<file path="src/rtl/irq_pkg.sv">
package irq_pkg;
    localparam int GRP_W  = 8;
    localparam int ADDR_W = 6;
    localparam int L0_CASC_BIT = 7;
    localparam int L1_CASC_BIT = 3;
    localparam int MAP_MASK_STRIDE = 4;

    localparam logic [ADDR_W-1:0] A_L0_STAT   = 6'h00;
    localparam logic [ADDR_W-1:0] A_L0_MASK   = 6'h01;
    localparam logic [ADDR_W-1:0] A_L1_STAT   = 6'h02;
    localparam logic [ADDR_W-1:0] A_L1_MASK   = 6'h03;
    localparam logic [ADDR_W-1:0] A_MAP_STAT  = 6'h04;
    localparam logic [ADDR_W-1:0] A_MAP_MASK0 = 6'h08;
    localparam logic [ADDR_W-1:0] A_MAP_MASK1 = A_MAP_MASK0 + ADDR_W'(MAP_MASK_STRIDE);

    function automatic int casc_pos(input int grp);
        return (grp == 0) ? L0_CASC_BIT : L1_CASC_BIT;
    endfunction
endpackage

</file>
<file path="src/rtl/irq_local_group.sv">
module irq_local_group #(
    parameter int W        = irq_pkg::GRP_W,
    parameter int CASC_BIT = 7
) (
    input  logic         clk,
    input  logic         rst_n,
    input  logic [W-1:0] src_i,
    input  logic         casc_i,
    input  logic         mask_we_i,
    input  logic [W-1:0] mask_wdata_i,
    output logic [W-1:0] status_o,
    output logic [W-1:0] mask_o,
    output logic         pend_o
);
    typedef struct packed {
        logic [W-1:0] stat;
        logic [W-1:0] mask;
    } grp_state_t;

    grp_state_t st_d, st_q;
    logic [W-1:0] view;

    always_comb begin
        st_d      = st_q;
        st_d.stat = src_i;
        if (mask_we_i) begin
            st_d.mask = mask_wdata_i;
        end
    end

    always_ff @(posedge clk or negedge rst_n) begin
        if (!rst_n) begin
            st_q <= '0;
        end else begin
            st_q <= st_d;
        end
    end

    always_comb begin
        view           = st_q.stat;
        view[CASC_BIT] = casc_i;
    end

    assign status_o = view;
    assign mask_o   = st_q.mask;
    assign pend_o   = |(view & st_q.mask);

    AST_MASK_HOLD: assert property (@(posedge clk) disable iff (!rst_n)
        !mask_we_i |=> $stable(mask_o)) else $error("mask changed without write");
endmodule

</file>
<file path="src/rtl/irq_map_group.sv">
module irq_map_group #(
    parameter int W = irq_pkg::GRP_W
) (
    input  logic         clk,
    input  logic         rst_n,
    input  logic [W-1:0] src_i,
    input  logic         we0_i,
    input  logic         we1_i,
    input  logic [W-1:0] wdata_i,
    output logic [W-1:0] stat_o,
    output logic [W-1:0] mask0_o,
    output logic [W-1:0] mask1_o,
    output logic         casc0_o,
    output logic         casc1_o
);
    typedef struct packed {
        logic [W-1:0] stat;
        logic [W-1:0] m0;
        logic [W-1:0] m1;
    } map_state_t;

    map_state_t st_d, st_q;

    always_comb begin
        st_d      = st_q;
        st_d.stat = src_i;
        if (we0_i) st_d.m0 = wdata_i;
        if (we1_i) st_d.m1 = wdata_i;
    end

    always_ff @(posedge clk or negedge rst_n) begin
        if (!rst_n) begin
            st_q <= '0;
        end else begin
            st_q <= st_d;
        end
    end

    assign stat_o  = st_q.stat;
    assign mask0_o = st_q.m0;
    assign mask1_o = st_q.m1;
    assign casc0_o = |(st_q.stat & st_q.m0);
    assign casc1_o = |(st_q.stat & st_q.m1);

    AST_MAP_MASK1_INDEP: assert property (@(posedge clk) disable iff (!rst_n)
        (we0_i && !we1_i) |=> $stable(mask1_o)) else $error("mask1 disturbed");
    AST_MAP_MASK0_INDEP: assert property (@(posedge clk) disable iff (!rst_n)
        (we1_i && !we0_i) |=> $stable(mask0_o)) else $error("mask0 disturbed");
endmodule

</file>
<file path="src/rtl/cascade_irq_ctrl.sv">
module cascade_irq_ctrl
    import irq_pkg::*;
(
    input  logic              clk,
    input  logic              rst_n,
    input  logic [GRP_W-1:0]  l0_src_i,
    input  logic [GRP_W-1:0]  l1_src_i,
    input  logic [GRP_W-1:0]  map_src_i,
    input  logic              wr_en_i,
    input  logic [ADDR_W-1:0] addr_i,
    input  logic [GRP_W-1:0]  wdata_i,
    output logic [GRP_W-1:0]  rdata_o,
    output logic [1:0]        irq_o
);
    localparam int NGRP = 2;

    typedef struct packed {
        logic [NGRP-1:0] irq;
    } top_state_t;

    top_state_t st_d, st_q;

    logic [GRP_W-1:0] lsrc   [NGRP];
    logic [GRP_W-1:0] lstat  [NGRP];
    logic [GRP_W-1:0] lmask  [NGRP];
    logic [NGRP-1:0]  lpend;
    logic [NGRP-1:0]  lmask_we;
    logic [NGRP-1:0]  casc;
    logic [GRP_W-1:0] map_stat, map_m0, map_m1;
    logic             map_we0, map_we1;

    assign lsrc[0]     = l0_src_i;
    assign lsrc[1]     = l1_src_i;
    assign lmask_we[0] = wr_en_i && (addr_i == A_L0_MASK);
    assign lmask_we[1] = wr_en_i && (addr_i == A_L1_MASK);
    assign map_we0     = wr_en_i && (addr_i == A_MAP_MASK0);
    assign map_we1     = wr_en_i && (addr_i == A_MAP_MASK1);

    irq_map_group #(.W(GRP_W)) u_map (
        .clk(clk), .rst_n(rst_n), .src_i(map_src_i),
        .we0_i(map_we0), .we1_i(map_we1), .wdata_i(wdata_i),
        .stat_o(map_stat), .mask0_o(map_m0), .mask1_o(map_m1),
        .casc0_o(casc[0]), .casc1_o(casc[1])
    );

    for (genvar g = 0; g < NGRP; g++) begin : g_local
        irq_local_group #(.W(GRP_W), .CASC_BIT(casc_pos(g))) u_grp (
            .clk(clk), .rst_n(rst_n), .src_i(lsrc[g]), .casc_i(casc[g]),
            .mask_we_i(lmask_we[g]), .mask_wdata_i(wdata_i),
            .status_o(lstat[g]), .mask_o(lmask[g]), .pend_o(lpend[g])
        );
    end

    always_comb begin
        st_d     = st_q;
        st_d.irq = lpend;
    end

    always_ff @(posedge clk or negedge rst_n) begin
        if (!rst_n) begin
            st_q <= '0;
        end else begin
            st_q <= st_d;
        end
    end

    assign irq_o = st_q.irq;

    always_comb begin
        case (addr_i)
            A_L0_STAT:   rdata_o = lstat[0];
            A_L0_MASK:   rdata_o = lmask[0];
            A_L1_STAT:   rdata_o = lstat[1];
            A_L1_MASK:   rdata_o = lmask[1];
            A_MAP_STAT:  rdata_o = map_stat;
            A_MAP_MASK0: rdata_o = map_m0;
            A_MAP_MASK1: rdata_o = map_m1;
            default:     rdata_o = '0;
        endcase
    end

    AST_IRQ0_GATED: assert property (@(posedge clk) disable iff (!rst_n)
        (lmask[0] == '0) |=> !irq_o[0]) else $error("irq0 with empty mask");
    AST_IRQ1_GATED: assert property (@(posedge clk) disable iff (!rst_n)
        (lmask[1] == '0) |=> !irq_o[1]) else $error("irq1 with empty mask");
    AST_CASC0_FOLD: assert property (@(posedge clk) disable iff (!rst_n)
        ((map_stat & map_m0) != '0) |-> lstat[0][L0_CASC_BIT]) else $error("cascade0 lost");
    AST_CASC1_FOLD: assert property (@(posedge clk) disable iff (!rst_n)
        ((map_stat & map_m1) == '0) |-> !lstat[1][L1_CASC_BIT]) else $error("cascade1 stray");
    AST_STAT_WR_IGNORED: assert property (@(posedge clk) disable iff (!rst_n)
        (wr_en_i && (addr_i == A_L0_STAT || addr_i == A_L1_STAT || addr_i == A_MAP_STAT))
        |=> ($stable(lmask[0]) && $stable(lmask[1]) && $stable(map_m0) && $stable(map_m1)))
        else $error("status write touched a mask");
endmodule

</file>
<file path="config.mk">
export PLATFORM = sky130hd
export DESIGN_NAME = cascade_irq_ctrl
export DESIGN_NICKNAME = d
export VERILOG_FILES = /design/src/rtl/irq_pkg.sv /design/src/rtl/irq_local_group.sv /design/src/rtl/irq_map_group.sv /design/src/rtl/cascade_irq_ctrl.sv
export SDC_FILE = /design/constraint.sdc
export NUM_CORES = 1
export LEC_CHECK = 0
export BUFFER_PORTS_ARGS = -buffer_cell sky130_fd_sc_hd__buf_4
export CAP_MARGIN = 10
export CELL_PAD_IN_SITES_DETAIL_PLACEMENT = 1
export CELL_PAD_IN_SITES_GLOBAL_PLACEMENT = 1
export CORE_UTILIZATION = 30
export DETAILED_ROUTE_END_ITERATION = 7
export PLACE_DENSITY = 0.56
export SETUP_SLACK_MARGIN = 0.05
export SYNTH_ARGS = -nofsm -noshare
export SYNTH_HDL_FRONTEND = slang
export SYNTH_SLANG_ARGS = --single-unit
</file>
<file path="constraint.sdc">
create_clock -name clk -period 3.55 [get_ports clk]
set_input_delay 0 -clock clk [delete_from_list [all_inputs] [get_ports clk]]
set_output_delay 0 -clock clk [all_outputs]
set_load 0.03 [all_outputs]
</file>
==> out/results.txt, run 1 <==
The post-route netlist has 41.6% of its cells at a drive strength greater than 1. Dividing the detail-routed wire length by the instance count gives 18.0 µm. Post-CTS timing repair inserted 0 buffers for setup.

Sorting the synthesized cells by area gives the leading types as dfrtp_1, mux2_2, mux4_2. The post-route clock period utilization works out to 48.7%. For this run, the slowest stage of the critical path takes 500 ps. The maximum ir drop on the vdd rail came out at 165 µV.

The die covers 8510 µm². The critical path goes through mux4_2 > a221o_1 > buf_4. Tracing the worst setup path back leads to its startpoint at u_map.mask1_o[1]$_DFFE_PN0P_. In this run the worst hold path is classified as in2async. The tools report the buffer cell driving the clock tree root as clkbuf_8.

The number of enable flip-flop cells after synthesis came out at 0. After detailed routing, the number of remaining DRC violations is 0. The clock passes through at most 2 buffers.

Summing all placed instances gives a cell area of 2890 µm². The latest clock arrival within the worst-skew pair came out at 300 ps. Setup repair after global routing left no endpoint under its margin. Quantity of I/O buffers inserted on ports: 48. The floorplan step defined a core boundary enclosing 7810 µm². The kind of cell with the highest combined delay along the critical path is multiplexers. For the worst setup path, the data required time is 3550 ps. Once the clock tree was built, the resizer swapped 0 gates to a different size.

The synthesized design contains 56 register bits. The tools report the total CTS buffers as 5. Static timing analysis puts the maximum clock frequency at 578 MHz.

Detailed placement ended at an HPWL of 4580 µm. In this run the horizontal extent of the chip is 92.3 µm. The maximum number of pins on one net before global-route repair came out at 57. After technology mapping, the gate count stands at 163. The critical path is of the reg2out type. The tools report the Yosys warning count as 0. For this run, the register share of the synthesized area comes to 57.3%. The run gives 51 as the count of boundary I/O pins. The detailed-routing iteration count for the pre-antenna-repair pass came out at 4. Setup slack closes at 1820 ps.

The overall routed net length was 6220 µm; the weighted congestion reported at the end of routability-driven placement was 0.779. The combined global-route utilization of all metal layers is 15.9%. Measured against its own limit, the worst slew margin works out to 43.8%. The buffering stage count on the worst path with inverters included was 1; the flip-flop and latch area was 1400 µm². In this run the static leakage power is 1.54 nW. The number of global-route vias before repair was 1913; the clock period minus worst slack was 1730 ps. Leaving out fill and tap cells, the most frequent cell in the layout is dfrtp_1.

The endpoint of the most critical setup path is rdata_o[1]. The tools report the final number of hold-violating endpoints as 0. For the number of antenna violations at the first check in global routing, the log shows 0. Summed over all layers, the global routing overflow is 0. After routing, the total negative slack on setup checks comes to 0 ps. The master of the slowest instance on the critical path is mux4_2. Data arrival time of the worst path: 1730 ps. When the netlist entered floorplanning its net count stood at 204. The post-synth design cell area is 2440 µm², and the area taken by multi-input logic gates is 1000 µm². For the residual antenna-violating net count after detailed routing, the log shows 0. For the final count of negative-setup-slack endpoints, the log shows 0. Leaving out fill and tap cells, the most frequent cells in the layout are dfrtp_1, buf_4, mux2_2. The flow ran to the end, and the final reports show no timing, DRC or antenna violations.

In this run the critical register-to-register path is captured at irq_o[1]$_DFF_PN0_. The initialized floorplan defines 32 standard-cell rows. The worst setup path is captured at an output pin.

The mean post-synth cell area was 15.0 µm²; the power density normalized to cell area was 435 nW/µm². The number of sinks handled by clock tree synthesis is 56. The leading register cell type out of synthesis was dfrtp_1.

The number of different library cells used by synthesis comes to 26. For the DRC marker count from the first detailed-route iteration, the log shows 74. The tools report the type of origin of the critical path as a flop. From synthesis to final layout, the design area changed by 36.0%.

Counting buffers and inverters, the worst setup path is 3 cells deep. The run gives 5.58 ps as the worst-case clock skew. For the final number of max-transition violations, the log shows 0.

TritonCTS built the clock tree. The synthesized design spends more area on one cell type than any other, namely dfrtp_1. The worst-margin pin slew was 837 ps; the fraction of synthesized cell area taken by the top area cell type was 57.3%. At the placement stage, the worst setup path has a slack of 1640 ps. 0 antenna diodes ended up in the layout.

In this run the register-to-register setup slack is 2380 ps. The initial utilization of the core area, before any placement, comes to 31.3%. Across the run, the number of max-cap violations was 0.

The first global-routing pass estimated 10400 µm of wire. Overall via count from detail_route: 1717. The final design area excluding fillers came out at 3320 µm². The H-tree generated during clock tree synthesis spans 2 levels. Counting cells, the worst reg-to-reg path comes to 4.

After clock tree synthesis, the clock-pin slew on the worst setup and hold paths is 100 ps. In this run the critical register-to-register path is launched from u_map.stat_o[5]$_DFF_PN0_. The floorplan step set the die height to 92.3 µm. The largest driver fanout on the critical path was 3; the filler cell count in the final layout was 816. For the final net count, the log shows 283. The mean number of vias per cell came out at 4.98. Counting flops with an async set or reset pin after synthesis yields a share of 100%.
registers in the layout, indices dropped and copies added (netlist names):
name / cells
g_local.u_grp.mask_o: 16
u_map.mask0_o: 8
u_map.mask1_o: 8
irq_o: 2
u_map.stat_o: 8
g_local.u_grp.status_o: 14
kinds of logic after synthesis:
logic type,share of synthesized area [%]
buffers and inverters,1.79
DFF,57.3
AOI/OAI and AO/OA,8.55
muxes,24.4
and+or+nand+nor,7.93
layer usage:
metal	vias to the layer above	global-route usage (%)	part of all wire, %
li1	795	-	-
met1	895	21.4	46
met2	25	27.5	52
met3	2	2.16	2.2
met4	0	3.13	0.61
met5	-	0	0
how the worst min path moves through the flow:
stage / end / depth (start not counted) / start
final: g_local[1].u_grp.status_o[5]$_DFF_PN0_ / 2 / rst_n
after global routing: g_local[0].u_grp.mask_o[4]$_DFFE_PN0P_ / 3 / addr_i[0]
after CTS: g_local[0].u_grp.mask_o[4]$_DFFE_PN0P_ / 3 / addr_i[0]
after detailed placement: g_local[1].u_grp.status_o[5]$_DFF_PN0_ / 1 / rst_n
after global placement: g_local[1].u_grp.status_o[0]$_DFF_PN0_ / 1 / rst_n
after floorplan: g_local[0].u_grp.mask_o[0]$_DFFE_PN0P_ / 0 / rst_n
cell type report:
| type | count | area share (%) |
|---|---|---|
| Clock buffer | 6 | 2.48 |
| Clock inverter | 2 | 1.17 |
| Inverter | 1 | 0.113 |
| Multi-Input combinational cell | 99 | 30.1 |
| Sequential cell | 56 | 42.2 |
| Tap cell | 102 | 3.84 |
| Timing Repair Buffer | 79 | 20.2 |
worst reg2reg max path, delay by kind of cell (launching register included):
kind	cells	cell delay (ps)
flip-flops	1	410
AND/OR/NAND/NOR	3	400
AO/OA/AOI/OAI	1	240
metrics by stage:
stage	power [mW]	hold WS, ps	util (%)	cells
2_1_floorplan	0.888	-296	-	163
3_3_place_gp	0.990	92.2	37.1	306
3_5_place_dp	1.00	101	37.1	306
4_1_cts	1.46	277	42.6	345
5_1_grt	1.52	289	42.6	345
6_report	1.45	282	42.6	345
synth_stat cells, types with 4 or more instances:
master	count
mux2i_1	9
nand4_1	4
mux2_2	33
a221o_1	6
dfrtp_1	56
nand2_1	5
buf_2	4
a22oi_1	12
nor2_1	6
mux4_2	6
repair_timing:
action | in CTS | in global routing
setup endpoints to repair | 0 | 0
endpoints found under the hold margin | 110 | 0
hold buffers | 31 | 0
power by group:
part	internal (mW)	leakage, nW	total (mW)	switching [mW]
clock	0.231	0.0614	0.435	0.204
sequential	0.707	0.705	0.756	0.0489
combinational	0.141	0.772	0.255	0.113
Note: power is estimated with default switching activity, not from simulation.
==> run 2, diff against run 1 <==
--- a/config.mk
+++ b/config.mk
@@ -11,7 +11,7 @@
 export CELL_PAD_IN_SITES_GLOBAL_PLACEMENT = 1
 export CORE_UTILIZATION = 30
 export DETAILED_ROUTE_END_ITERATION = 7
-export PLACE_DENSITY = 0.56
+export PLACE_DENSITY = 0.58
 export SETUP_SLACK_MARGIN = 0.05
 export SYNTH_ARGS = -nofsm -noshare
 export SYNTH_HDL_FRONTEND = slang
==> constraint.sdc (replaced) <==
create_clock -name clk -period 1.4 [get_ports clk]
set_input_delay 0 -clock clk [delete_from_list [all_inputs] [get_ports clk]]
set_output_delay 0 -clock clk [all_outputs]
set_load 0.03 [all_outputs]
==> run 2 against run 1 <==
  * The run now ends with negative setup slack left
  * Clock-buffer cell count down 1
  * Combinational power increased to 2.9 times the previous value
  * Hold slack worse by 140 ps
  * Power grew 140%
  * Flip-flop and latch count unchanged
==> out/results.txt, run 2 (same netlist as run 1, synthesis figures left out) <==
The logs give 3030 µm² for the total placed instance area and 54.3% for the share of power burned in registers. The final global-route overflow total is 0, and the total CTS buffers is 5. The library cell used most frequently in the layout, excluding fill and tap cells, is buf_4.

The final number of max-transition violations is 0. The final net count is 305, and the final number of hold-violating endpoints is 0. The checks that failed: negative setup slack.

The number of antenna violations at the first check in global routing is 0. The later pin in the worst-skew pair is clocked with a latency of 310 ps. The number of sinks handled by clock tree synthesis is 56.

The overall routed net length is 6450 µm. The clock period minus worst slack was 1700 ps. For this run, the detailed router's first-pass iteration total came to 7. The category of the most critical setup path was reg2out. VDD sags by at most 415 µV. Of the total power, the clock network draws 25.0%. Across the run, the number of max-cap violations was 0. Counting the fill cells in the layout gives 831. The horizontal extent of the die works out to 92.3 µm. The number of global-route vias before repair is 1881. In this run, the combinational gates consume 20.6% of the power. The net switching fraction of the power works out to 27.3%. The tree is rooted in a clkbuf_8. At the worst endpoint, the arrival time is 1700 ps.

For the required time at the worst-slack endpoint, the log shows 1400 ps. In this run the power density over the cells is 1010 nW/µm². Power comes to 3.53 mW.

In the routed design, unresolved DRC markers number 0. At the pin with the least slew margin, the transition time is 387 ps. The smallest setup slack after layout is -305 ps. Summed over all cells, the static leakage comes to 1.65 nW. The worst min-delay path category is in2async. The worst-case clock buffer depth came out at 2.

Measured along the y axis, the die boundary spans 92.3 µm. The flow ran to the end, but the final reports show violations. Largest driver fanout on the critical path: 3. Leaving out fill and tap cells, the most frequent cells in the layout are buf_4, dfrtp_1, mux2_2.

Walking the worst path, the cells encountered are mux4_2 > a221o_1 > buf_6. The cell internal power dissipation is 2.56 mW, and the register clock-pin slew on the reported worst setup and hold paths is 110 ps. The repair_antennas step left the layout with diodes totalling 0.

The area growth from synthesis to layout is 43.4%. The die covers 8510 µm². The clock arrives with 12.3 ps of skew. The final route contains 1775 vias.

The tools report the number of H-tree branching levels as 2. The number of rows created at floorplan is 32. Setup repair after global routing could not meet its margin everywhere. In this design, the stage delay of the slowest critical-path cell is 510 ps. The core area is 7810 µm², and the final total negative setup slack is -2230 ps. The highest clock frequency the design can meet was 587 MHz; the buffering stage count on the worst path with inverters included was 1. The global-route wire length before repair is 10400 µm, and the fraction of the core area covered by cells at the end of the flow is 44.9%.

For this run, the total global-route usage over all layers was measured as 16.5%. The quantity of I/O buffers inserted on ports was 48. Mean number of vias per cell: 4.84. The worst setup path is launched from a flop. The wire-length estimate of the detail-placed layout is 4610 µm. The run gives 74.2% as the headroom to the max-slew limit. TritonCTS built the clock tree.

The post-route netlist has 47.2% of its cells at a drive strength greater than 1. The slowest stage of the critical path is the mux4_2 cell. The tools report the weighted congestion reported at the end of routability-driven placement as 0.731.

Once the floorplan was initialized, standard cells occupied 31.3% of the core. The tools report the DRC marker count from the first detailed-route iteration as 40. With fillers left out, the area of the finished cells amounts to 3510 µm². 51 I/O pins were placed. The final count of negative-setup-slack endpoints is 8, and the residual antenna-violating net count after detailed routing is 0.

The analysis attributes to net switching a power of 0.963 mW. Flip-flop count of the largest register after layout: 16. The kind of cell adding the most delay to the critical path is multiplexers. The worst setup path is captured at an output pin.

Entering global routing, the biggest net connects 33 pins. In the finished design, the share of the clock period the worst path needs comes to 122%. The routed wirelength normalized by instance count is 17.6 µm.
==> run 2: layer usage <==
| layer | vias up | share of wire, % | GRT usage [%] |
|---|---|---|---|
| met5 | - | 0 | 0 |
| met4 | 0 | 1.4 | 5.47 |
| met3 | 8 | 2.1 | 2.49 |
| met2 | 29 | 49 | 27.2 |
| met1 | 901 | 47 | 22.2 |
| li1 | 837 | - | - |
==> run 2: power groups by stage <==
| stage | logic [mW] | clock network, mW | registers (mW) |
|---|---|---|---|
| 3_5_place_dp | 0.637 | 0 | 1.95 |
| 5_1_grt | 0.788 | 0.982 | 1.94 |
| 2_1_floorplan | 0.305 | 0 | 1.95 |
| 4_1_cts | 0.721 | 0.928 | 1.92 |
| 6_report | 0.727 | 0.883 | 1.92 |
| 3_3_place_gp | 0.626 | 0 | 1.94 |
==> run 2: metrics by stage <==
stage	setup slack, ps	hold WS [ps]	cells
6_report	-305	138	367
5_1_grt	-406	159	367
4_1_cts	-324	131	364
3_5_place_dp	-56.3	-64.1	323
3_3_place_gp	-40.1	-69.2	323
2_1_floorplan	109	-296	163
==> run 2: final cells by class <==
class	count	area [µm²]	share of cell area (%)
clock buffer	5	68.8	1.96
inverter	1	3.75	0.107
tap	102	128	3.64
sequential	56	1400	40.0
timing repair buffer	101	875	24.9
multi-input combinational	99	1010	28.8
clock inverter	3	18.8	0.535
==> run 2: timing repair <==
action	in CTS	in global routing
endpoints found under the hold margin	110	0
endpoints found under the setup margin	8	9
buffers inserted	2	3
resized for setup	7	2
hold buffers	31	0
pin swaps	3	4
==> run 2: final timing paths <==
check | from | to | slack [ps] | depth (start not counted)
worst min register to register | g_local[1].u_grp.mask_o[3]$_DFFE_PN0P_ | g_local[1].u_grp.mask_o[3]$_DFFE_PN0P_ | 550 | 1
worst min-delay path | rst_n | u_map.mask0_o[7]$_DFFE_PN0P_ | 140 | 2
min in group clk | addr_i[0] | g_local[1].u_grp.mask_o[2]$_DFFE_PN0P_ | 190 | 4
worst max register to register | u_map.stat_o[4]$_DFF_PN0_ | irq_o[0]$_DFF_PN0_ | 100 | 5
max in group asynchronous | rst_n | irq_o[1]$_DFF_PN0_ | 770 | 3
worst max-delay path | u_map.mask0_o[2]$_DFFE_PN0P_ | rdata_o[2] | -300 | 3
